==> config.mk <==
export PLATFORM = sky130hd
export DESIGN_NAME = uart_irq_status
export DESIGN_NICKNAME = d
export VERILOG_FILES = /design/src/rtl/uart_irq_pkg.sv /design/src/rtl/irq_pend_bank.sv /design/src/rtl/irq_rx_timeout.sv /design/src/rtl/irq_prio_enc.sv /design/src/rtl/uart_irq_status.sv
export SDC_FILE = /design/constraint.sdc
export NUM_CORES = 1
export LEC_CHECK = 0
export ABC_AREA = 1
export BUFFER_PORTS_ARGS = -buffer_cell sky130_fd_sc_hd__buf_2
export CORE_MARGIN = 2
export CORE_UTILIZATION = 47
export DETAILED_ROUTE_END_ITERATION = 12
export GPL_TIMING_DRIVEN = 0
export PLACE_DENSITY = 0.79
export RECOVER_POWER = 100
export SYNTH_ARGS = -nofsm -noshare
export SYNTH_HDL_FRONTEND = slang
export SYNTH_SLANG_ARGS = --single-unit
==> constraint.sdc <==
create_clock -name clk -period 1.6 [get_ports clk]
set_input_delay 0.16 -clock clk [delete_from_list [all_inputs] [get_ports clk]]
set_output_delay 0.16 -clock clk [all_outputs]
set_load 0.02 [all_outputs]
==> src/rtl/uart_irq_pkg.sv <==
package uart_irq_pkg;
    localparam int NUM_LVL   = 8;
    localparam int LVL_W     = $clog2(NUM_LVL);
    localparam int CODE_W    = 6;
    localparam int LSR_SRC_W = 4;
    localparam int MSR_SRC_W = 4;

    // priority levels, 0 = most urgent
    localparam int L_LSR   = 0;
    localparam int L_RXTMO = 1;
    localparam int L_RXRDY = 2;
    localparam int L_TXRDY = 3;
    localparam int L_MODEM = 4;
    localparam int L_XCHAR = 5;
    localparam int L_FLOW  = 6;
    localparam int L_WAKE  = 7;

    // latched pending flags
    localparam int NUM_PL = 8;
    localparam int P_LSR  = 0;
    localparam int P_TX   = 1;
    localparam int P_MSR  = 2;
    localparam int P_XOFF = 3;
    localparam int P_SPEC = 4;
    localparam int P_CTS  = 5;
    localparam int P_RTS  = 6;
    localparam int P_WAKE = 7;

    localparam logic [CODE_W-1:0] CODE_NONE = 6'b000001;

    typedef enum logic [1:0] {
        TMO_IDLE  = 2'd0,
        TMO_COUNT = 2'd1,
        TMO_FIRED = 2'd2
    } tmo_state_e;
endpackage

==> src/rtl/irq_pend_bank.sv <==
module irq_pend_bank #(
    parameter int N = 8
) (
    input  logic         clk,
    input  logic         rst_n,
    input  logic [N-1:0] set_i,
    input  logic [N-1:0] clr_i,
    output logic [N-1:0] pend_o
);
    for (genvar g = 0; g < N; g++) begin : g_bit
        always_ff @(posedge clk or negedge rst_n) begin
            if (!rst_n)
                pend_o[g] <= 1'b0;
            else if (set_i[g])
                pend_o[g] <= 1'b1;
            else if (clr_i[g])
                pend_o[g] <= 1'b0;
        end

        AST_SET_WINS: assert property (@(posedge clk) disable iff (!rst_n)
            set_i[g] |=> pend_o[g]);
    end
endmodule

==> src/rtl/irq_rx_timeout.sv <==
module irq_rx_timeout
    import uart_irq_pkg::*;
#(
    parameter int CHAR_BITS = 10
) (
    input  logic clk,
    input  logic rst_n,
    input  logic rx_nonempty_i,
    input  logic rx_char_i,
    input  logic rhr_rd_i,
    input  logic bit_tick_i,
    output logic fired_o
);
    localparam int LIMIT = 4 * CHAR_BITS + 12;
    localparam int CNT_W = $clog2(LIMIT + 1);

    tmo_state_e        state, state_nx;
    logic [CNT_W-1:0]  cnt;
    logic              restart, at_end;

    assign restart = rx_char_i | rhr_rd_i;
    assign at_end  = bit_tick_i && (cnt == CNT_W'(LIMIT - 1));

    always_ff @(posedge clk or negedge rst_n) begin
        if (!rst_n) state <= TMO_IDLE;
        else        state <= state_nx;
    end

    always_comb begin
        state_nx = state;
        unique case (state)
            TMO_IDLE:  if (rx_nonempty_i) state_nx = TMO_COUNT;
            TMO_COUNT: begin
                if (!rx_nonempty_i)          state_nx = TMO_IDLE;
                else if (!restart && at_end) state_nx = TMO_FIRED;
            end
            TMO_FIRED: begin
                if (!rx_nonempty_i) state_nx = TMO_IDLE;
                else if (rhr_rd_i)  state_nx = TMO_COUNT;
            end
            default:   state_nx = TMO_IDLE;
        endcase
    end

    always_ff @(posedge clk or negedge rst_n) begin
        if (!rst_n)
            cnt <= '0;
        else if (state != TMO_COUNT || restart || at_end)
            cnt <= '0;
        else if (bit_tick_i)
            cnt <= cnt + 1'b1;
    end

    always_comb begin
        fired_o = (state == TMO_FIRED);
    end

    AST_TMO_CNT_RANGE: assert property (@(posedge clk) disable iff (!rst_n)
        cnt < CNT_W'(LIMIT));
    AST_TMO_EMPTY_IDLE: assert property (@(posedge clk) disable iff (!rst_n)
        (state != TMO_IDLE && !rx_nonempty_i) |=> state == TMO_IDLE);
    AST_TMO_RHR_CLEARS: assert property (@(posedge clk) disable iff (!rst_n)
        (state == TMO_FIRED && rhr_rd_i) |=> !fired_o);
endmodule

==> src/rtl/irq_prio_enc.sv <==
module irq_prio_enc
    import uart_irq_pkg::*;
#(
    parameter int N  = NUM_LVL,
    parameter int LW = LVL_W,
    parameter int CW = CODE_W
) (
    input  logic [N-1:0]  act_i,
    output logic          found_o,
    output logic [LW-1:0] lvl_o,
    output logic [CW-1:0] code_o
);
    always_comb begin
        found_o = 1'b0;
        lvl_o   = '0;
        for (int i = N - 1; i >= 0; i--) begin
            if (act_i[i]) begin
                found_o = 1'b1;
                lvl_o   = LW'(i);
            end
        end
        code_o = found_o ? {{(CW - LW - 1){1'b0}}, lvl_o, 1'b0} : CW'(CODE_NONE);
    end
endmodule

==> src/rtl/uart_irq_status.sv <==
module uart_irq_status
    import uart_irq_pkg::*;
#(
    parameter int CHAR_BITS = 10
) (
    input  logic                 clk,
    input  logic                 rst_n,
    input  logic [NUM_LVL-1:0]   src_en,
    input  logic                 cts_irq_en,
    input  logic                 enh_mode,
    input  logic                 auto_cts_en,
    input  logic                 auto_rts_en,
    input  logic [LSR_SRC_W-1:0] lsr_flags,
    input  logic                 fifo_err_lvl,
    input  logic                 rx_at_trig,
    input  logic                 rx_nonempty,
    input  logic                 rx_char,
    input  logic                 bit_tick,
    input  logic                 tx_room,
    input  logic [MSR_SRC_W-1:0] msr_delta,
    input  logic                 cts_n_pin,
    input  logic                 rts_n_pin,
    input  logic                 xoff_det,
    input  logic                 xon_det,
    input  logic                 spec_det,
    input  logic                 wake_evt,
    input  logic                 isr_rd,
    input  logic                 lsr_rd,
    input  logic                 msr_rd,
    input  logic                 rhr_rd,
    input  logic                 thr_wr,
    output logic [CODE_W-1:0]    isr_val,
    output logic                 irq
);
    logic [NUM_PL-1:0]  pl_set, pl_clr, pend;
    logic [NUM_LVL-1:0] act;
    logic               tx_room_q, cts_q, rts_q;
    logic               tmo_fired, found;
    logic [LVL_W-1:0]   cur_lvl;
    logic               rd_tx, rd_xchar, rd_wake;

    // edge history; pins idle high so a rise needs a prior low
    always_ff @(posedge clk or negedge rst_n) begin
        if (!rst_n) begin
            tx_room_q <= 1'b0;
            cts_q     <= 1'b1;
            rts_q     <= 1'b1;
        end else begin
            tx_room_q <= tx_room;
            cts_q     <= cts_n_pin;
            rts_q     <= rts_n_pin;
        end
    end

    // status read only clears the level it reports this cycle
    assign rd_tx    = isr_rd && found && (cur_lvl == LVL_W'(L_TXRDY));
    assign rd_xchar = isr_rd && found && (cur_lvl == LVL_W'(L_XCHAR));
    assign rd_wake  = isr_rd && found && (cur_lvl == LVL_W'(L_WAKE));

    always_comb begin
        pl_set = '0;
        pl_clr = '0;
        pl_set[P_LSR]  = (|lsr_flags) | fifo_err_lvl;
        pl_clr[P_LSR]  = lsr_rd;
        pl_set[P_TX]   = tx_room & ~tx_room_q;
        pl_clr[P_TX]   = thr_wr | rd_tx;
        pl_set[P_MSR]  = |msr_delta;
        pl_clr[P_MSR]  = msr_rd;
        pl_set[P_XOFF] = xoff_det;
        pl_clr[P_XOFF] = xon_det | rd_xchar;
        pl_set[P_SPEC] = spec_det;
        pl_clr[P_SPEC] = rx_char | rd_xchar;
        pl_set[P_CTS]  = auto_cts_en & cts_n_pin & ~cts_q;
        pl_clr[P_CTS]  = msr_rd;
        pl_set[P_RTS]  = auto_rts_en & rts_n_pin & ~rts_q;
        pl_clr[P_RTS]  = msr_rd;
        pl_set[P_WAKE] = wake_evt;
        pl_clr[P_WAKE] = rd_wake;
    end

    irq_pend_bank #(.N(NUM_PL)) u_bank (
        .clk    (clk),
        .rst_n  (rst_n),
        .set_i  (pl_set),
        .clr_i  (pl_clr),
        .pend_o (pend)
    );

    irq_rx_timeout #(.CHAR_BITS(CHAR_BITS)) u_tmo (
        .clk           (clk),
        .rst_n         (rst_n),
        .rx_nonempty_i (rx_nonempty),
        .rx_char_i     (rx_char),
        .rhr_rd_i      (rhr_rd),
        .bit_tick_i    (bit_tick),
        .fired_o       (tmo_fired)
    );

    always_comb begin
        act          = '0;
        act[L_LSR]   = pend[P_LSR] & src_en[L_LSR];
        act[L_RXTMO] = tmo_fired & src_en[L_RXTMO];
        act[L_RXRDY] = rx_at_trig & src_en[L_RXRDY];
        act[L_TXRDY] = pend[P_TX] & src_en[L_TXRDY];
        act[L_MODEM] = pend[P_MSR] & src_en[L_MODEM];
        act[L_XCHAR] = (pend[P_XOFF] | pend[P_SPEC]) & src_en[L_XCHAR];
        act[L_FLOW]  = (pend[P_RTS] & src_en[L_FLOW])
                     | (pend[P_CTS] & cts_irq_en & enh_mode);
        act[L_WAKE]  = pend[P_WAKE] & src_en[L_WAKE];
    end

    irq_prio_enc #(.N(NUM_LVL), .LW(LVL_W), .CW(CODE_W)) u_enc (
        .act_i   (act),
        .found_o (found),
        .lvl_o   (cur_lvl),
        .code_o  (isr_val)
    );

    assign irq = |act;

    AST_NONE_BIT: assert property (@(posedge clk) disable iff (!rst_n)
        irq == !isr_val[0]);
    AST_LSR_HOLD: assert property (@(posedge clk) disable iff (!rst_n)
        fifo_err_lvl |=> pend[P_LSR]);
    AST_XON_CLEARS: assert property (@(posedge clk) disable iff (!rst_n)
        (xon_det && !xoff_det) |=> !pend[P_XOFF]);
    AST_MSR_CLEARS: assert property (@(posedge clk) disable iff (!rst_n)
        (msr_rd && !(|msr_delta)) |=> !pend[P_MSR]);
    AST_TX_KEEP: assert property (@(posedge clk) disable iff (!rst_n)
        (isr_rd && pend[P_TX] && act[L_LSR] && !thr_wr) |=> pend[P_TX]);
endmodule

==> metrics.cfg, run 1 <==
[outcome]
status=complete, but fails checks
violations=setup timing

[global_routing]
grt_most_used_layer=met2
grt_use_met3_pct=2.571
grt_pass1_wl_mm=4.091
grt_pass1_vias=1011
grtUsageMet2_pct=40.42
global_route.usage.met1_pct=20.77
grt_overflow=0
antenna_found_initial=0
grt_max_degree=20
grt.total_usage_pct=19.88

[timing]
finClkSkew_ns=0.001973
hold_violations=0
finalSetupViolations=1
slew_headroom_pct=33.46
max_clock_freq_ghz=0.6132
slew_violations=0
tightest_slew_ns=0.9980
period_minus_slack_ns=1.631
whs_ns=0.05270
rsz0062_at_grt=true
fin_crit_sh_pct=101.9
timing.final.ws_setup_ns=-0.03081

[synth]
synthCells=140
async_flop_share_pct=100.0
yosysWarnings=0
syn_area_um2=1097
seq_area_frac_synth_pct=43.56
synth_edf_count=0
synth_area_leaders=dfrtp_1 39%, nand2_1 13%, inv_1 8.6%, dfstp_2 4.8%, nand3_1 4.1%
synth.distinct_cells=35
avgSynthCellArea_um2=7.838
ys_seq_elements=19
synth_top_area_share_pct=38.77
yosysMostFrequentCell=nand2_1
synthFlopType=dfrtp_1
synthTopCellsByCount=38 x nand2_1, 25 x inv_1, 17 x dfrtp_1, 11 x nor2_1, 9 x nand3_1
yosys.area.top_type=dfrtp_1

[clocking]
cts.htree.levels=1
clk_path_buf_depth=2
cts_buffers=3
path_clk_slew_ns=0.11
clockRootBuffer=clkbuf_4
cts_tree=done
clock_sinks=19
clock_latency_ns=0.29

[power_and_ir_drop]
peakVddDrop_mv=0.6832
p_leak_nw=0.8069
p_per_area_nw_per_um2=689.0

[place]
place_congestion=0.7631
dpl_cell_area_um2=1351
hpwl_mm=1.981
numPortBuffers=43
dp_slack_ns=0.2449

[layout]
fin_nets=240
synthToLayoutAreaGrowth_pct=39.34
antennaDiodeCount=0
post_route_cells_drive_above_1_share_pct=41.71
stdcell_area_um2=1529

[floorplanning]
initial_utilization_pct=49.60
rows=17
core_area_um2=2212
dieArea_um2=2737
die_h_um=52.32
io_pins=46
die_w_um=52.32

[routing]
vias=1094
dr.first_iter.drc_count=19
drt_first_pass_iters=4
routed_wl_mm=2.697
antenna_left=0
avgRoutedWirePerCell_um=11.88
vias_per_cell=4.819
drc=0

[critical_path]
crit_type=flop to output port
required_ns=1.44
cp_max_fo=3
worstSetupEndpointType=output port
arrival_ns=1.47
setup.worst_path.start_class=flop

[min_path]
hold_path.class=input port to flop

[job]
cap_violations=0

metrics by stage:
step           std cells  power [mW]  setup TNS [ns]  utilization (%)
3_3_place_gp         212      0.7469               0            61.09
3_5_place_dp         212      0.7605               0            61.09
2_1_floorplan        141      0.6658               0                -
4_1_cts              221       1.013      -0.0006679            64.99
5_1_grt              227       1.114         -0.3696            69.12
6_report             227       1.053        -0.03081            69.12
cell type report:
cell class / count / area, µm²
timing repair buffer: 54 / 317.8
buffer: 2 / 15.01
fill: 186 / 683.2
sequential: 19 / 478.0
tap: 28 / 35.03
multi-input combinational: 94 / 556.8
inverter: 26 / 98.84
clock buffer: 3 / 22.52
clock inverter: 1 / 5.005
per-layer routing:
metal	vias to the layer above	part of all wire, %
li1	555	-
met1	513	38
met2	24	58
met3	2	3.6
met4	0	0.52
met5	-	0
logic make-up (layout without fill, tap and decap cells):
logic type | Yosys count | count (layout) | synth area share (%)
adders and majority gates | 1 | 1 | 1.140
AOI/OAI and AO/OA | 18 | 18 | 10.95
xor gates and xnor gates | 2 | 2 | 1.597
DFF | 19 | 19 | 43.56
buffers and inverters | 28 | 86 | 10.49
other | 1 | 2 | 0.3417
and+or+nand+nor | 71 | 71 | 31.93
flip-flops by register name (all words and copies together), names as in the netlist:
| register | flops |
|---|---|
| u_bank.pend_o | 8 |
| u_tmo.cnt | 6 |
| u_tmo.state | 2 |
| cts_q | 1 |
| rts_q | 1 |
| tx_room_q | 1 |
path summary, 6_finish.rpt:
check | start | end | slack [ns] | depth (start not counted)
max | u_bank.pend_o[1] | irq | -0.03 | 7
min | wake_evt | u_bank.pend_o[7] | 0.05 | 3
max reg2reg | u_tmo.cnt[1] | u_tmo.cnt[2] | 0.07 | 7
min reg2reg | tx_room_q | u_bank.pend_o[1] | 0.49 | 3
max in group asynchronous | rst_n | u_bank.pend_o[3] | 0.46 | 2
min in group asynchronous | rst_n | u_tmo.cnt[1] | 0.54 | 2
cells in the final DEF (no fill, tap or decap), drive strengths merged, types with 3 or more instances in the layout:
master / n
nor3: 3
nor2: 14
o21ai: 4
a21oi: 4
buf: 47
nand3: 10
dlygate4sd3: 4
dfrtp: 17
inv: 25
nand2: 39
clkbuf: 8
worst max-delay path, cell delays in order (launching register included):
cell     delay (ns)
dfrtp_1        0.40
nand2_1        0.11
nand2_1        0.14
nor2_4         0.14
inv_1          0.06
nor2_2         0.14
inv_1          0.05
buf_2          0.15
repair_timing:
item	4_1_cts	5_1_grt
setup endpoints to repair	3	5
hold buffers	4	0
endpoints found under the hold margin	20	0
setup buffers	1	6
pin swaps	2	11
gates resized for setup	5	25
where the power goes:
| group | leakage (nW) | switching [mW] | internal, mW |
|---|---|---|---|
| Clock | 0.0177 | 0.143 | 0.0929 |
| Combinational | 0.561 | 0.160 | 0.131 |
| Sequential | 0.228 | 0.0185 | 0.509 |
| Total | 0.807 | 0.321 | 0.732 |
(Power assumes the default switching activity.)
==> inputs of run 2 (changes only) <==
--- a/config.mk
+++ b/config.mk
@@ -8,10 +8,10 @@
 export ABC_AREA = 1
 export BUFFER_PORTS_ARGS = -buffer_cell sky130_fd_sc_hd__buf_2
 export CORE_MARGIN = 2
-export CORE_UTILIZATION = 47
+export CORE_UTILIZATION = 45
 export DETAILED_ROUTE_END_ITERATION = 12
 export GPL_TIMING_DRIVEN = 0
-export PLACE_DENSITY = 0.79
+export PLACE_DENSITY = 0.76
 export RECOVER_POWER = 100
 export SYNTH_ARGS = -nofsm -noshare
 export SYNTH_HDL_FRONTEND = slang
==> constraint.sdc (replaced) <==
create_clock -name clk -period 2.05 [get_ports clk]
set_input_delay 0.205 -clock clk [delete_from_list [all_inputs] [get_ports clk]]
set_output_delay 0.205 -clock clk [all_outputs]
set_load 0.02 [all_outputs]
==> run 2 against run 1 <==
The run ends with hold timing left. Sequential share of layout area is 4.4 points higher. Cell count decreased by 4.4%. Clock power shrank 22%. Die area rose by 4.1%. Critical endpoint is now isr_val[2].
==> metrics.cfg, run 2 (synthesized netlist as in run 1, its figures left out) <==
[global_routing]
grt_max_degree=20  ; unchanged
grt_pass1_vias=900  ; -11%
antenna_found_initial=0  ; unchanged
grt.total_usage_pct=16.91  ; -3.0 points
grt_pass1_wl_mm=3.498  ; -14%
grt_overflow=0  ; unchanged

[routing]
vias_per_cell=4.687  ; -2.8%
antenna_left=0  ; unchanged
avgRoutedWirePerCell_um=10.25  ; -14%
dr.first_iter.drc_count=28  ; +9
drc=0  ; unchanged
vias=1017  ; -7.0%
drt_first_pass_iters=5  ; +1
routed_wl_mm=2.225  ; -18%

[power_and_ir_drop]
p_leak_nw=0.7264  ; -10%
peakVddDrop_mv=0.4729  ; -31%
pwr-share-seq_pct=53.7  ; +3.6 points
comb_power_share_pct=22.2  ; -5.3 points
total_power_mw=0.7599  ; -28%
switching_share_pct=29.16  ; -1.3 points
p_int_mw=0.5383  ; -26%
switching_power_mw=0.2216  ; -31%
p_per_area_nw_per_um2=566.5  ; -18%
clockPowerShare_pct=24.1  ; +1.7 points

[outcome]
status=complete, but fails checks
violations=hold timing

[timing]
period_minus_slack_ns=1.764
timing.final.ws_setup_ns=0.2862  ; +0.3170 ns
fin_crit_sh_pct=86.04
finalSetupTns_ns=0  ; +0.03081 ns
finalSetupViolations=0  ; -1
tightest_slew_ns=0.9809  ; -0.01709 ns
rsz0062_at_grt=false
finClkSkew_ns=0.008171  ; +0.006199 ns
whs_ns=-0.006686  ; -0.05939 ns
slew_violations=0  ; unchanged
max_clock_freq_ghz=0.5670
slew_headroom_pct=34.60  ; +1.1 points
hold_violations=2  ; +2

[clocking]
clock_sinks=19  ; unchanged
path_clk_slew_ns=0.11  ; about the same
cts_buffers=3  ; unchanged
clockRootBuffer=clkbuf_4
cts_resized=0  ; -5
clk_path_buf_depth=2  ; unchanged
cts_tree=done
cts.htree.levels=1  ; unchanged
clock_latency_ns=0.29  ; about the same

[critical_path]
cp_top_family=compound AO/OA/AOI/OAI gates
critPathMostFrequentCell=nand2_1
setup.worst_path.start_class=flop
crit_type=flop to output port
cp_num_buf_inv=2  ; -1
required_ns=1.85  ; +0.41 ns
arrival_ns=1.56  ; +0.09 ns
slowest_stage=dfrtp_1
slowest_delay_ns=0.37  ; -0.03 ns
worstSetupEndpointType=output port
cp_max_fo=3  ; unchanged
worstPathCellList=inv_1 > nand2_1 > a21boi_2 > nand2_1 > a21oi_1 > clkbuf_1

[layout]
post_route_cells_drive_above_1_share_pct=26.98  ; -15 points
antennaDiodeCount=0  ; unchanged
layout_common_cells=39 x nand2_1, 35 x buf_2, 25 x inv_1
fin_util_pct=59.49  ; -9.6 points
synthToLayoutAreaGrowth_pct=22.24
fin_nets=230  ; -4.2%
largestRegisters=u_bank.pend_o (8), u_tmo.cnt (6), u_tmo.state (2)
final_common_cell=nand2_1
stdcell_count=217  ; -4.4%
regMostFlops=u_bank.pend_o
largest_register_ffs=8  ; unchanged
stdcell_area_um2=1341  ; -12%

[place]
numPortBuffers=43  ; unchanged
dp_slack_ns=0.6772  ; +0.4324 ns
hpwl_mm=1.844  ; -6.9%
dpl_cell_area_um2=1351  ; unchanged
place_inst=212  ; unchanged
place_congestion=0.7647  ; +0.21%

[min_path]
hold_path.class=input port to flop

[floorplanning]
io_pins=46  ; unchanged
die_h_um=53.38  ; +2.0%
initial_utilization_pct=48.67  ; -0.94 points
rows=17  ; unchanged
dieArea_um2=2849  ; +4.1%
die_w_um=53.38  ; +2.0%
core_area_um2=2255  ; +1.9%

[job]
cap_violations=0  ; unchanged

-- run 2: cell types whose count changed in the layout (fill, tap and decap cells not counted), sizes merged --
cell	change
dlygate4sd3	-3
buf	-10
clkinvlp	+1
clkbuf	+3
clkinv	-1
-- run 2: final cells by class --
cell class | count | area [µm²]
buffer | 2 | 15.01
clock buffer | 3 | 22.52
clock inverter | 1 | 5.005
fill | 214 | 913.4
inverter | 26 | 98.84
multi-input combinational | 94 | 471.7
sequential | 19 | 478.0
tap | 28 | 35.03
timing repair buffer | 44 | 215.2
-- run 2: repair_timing --
action                                 4_1_cts  5_1_grt
buffers inserted                             0        0
hold buffers                                 1        0
endpoints found under the hold margin       17        0
-- run 2: layer usage --
metal  global-route usage [%]  routed length [µm]  up-vias
li1                         -                   -      536
met1                    18.46                 911      446
met2                    32.10                1151       31
met3                    1.695                 116        4
met4                    7.692                  45        0
met5                        0                   0        -
-- run 2: worst paths after layout --
kind	startpoint	to	slack, ns	cells after the start
min in group asynchronous	rst_n	u_tmo.cnt[3]	0.57	2
max in group asynchronous	rst_n	u_bank.pend_o[4]	0.88	2
max	u_bank.pend_o[3]	isr_val[2]	0.29	6
max reg2reg	u_tmo.cnt[1]	u_tmo.cnt[3]	0.32	7
min reg2reg	u_bank.pend_o[7]	u_bank.pend_o[7]	0.48	2
min	cts_n_pin	cts_q	-0.007	1
-- run 2: power groups by stage --
stage	Combinational (mW)	Clock [mW]	Sequential (mW)
final	0.168	0.183	0.408
after global routing	0.194	0.202	0.411
after CTS	0.177	0.190	0.408
after detailed placement	0.175	0	0.416
after global placement	0.169	0	0.414
after floorplan	0.107	0	0.413
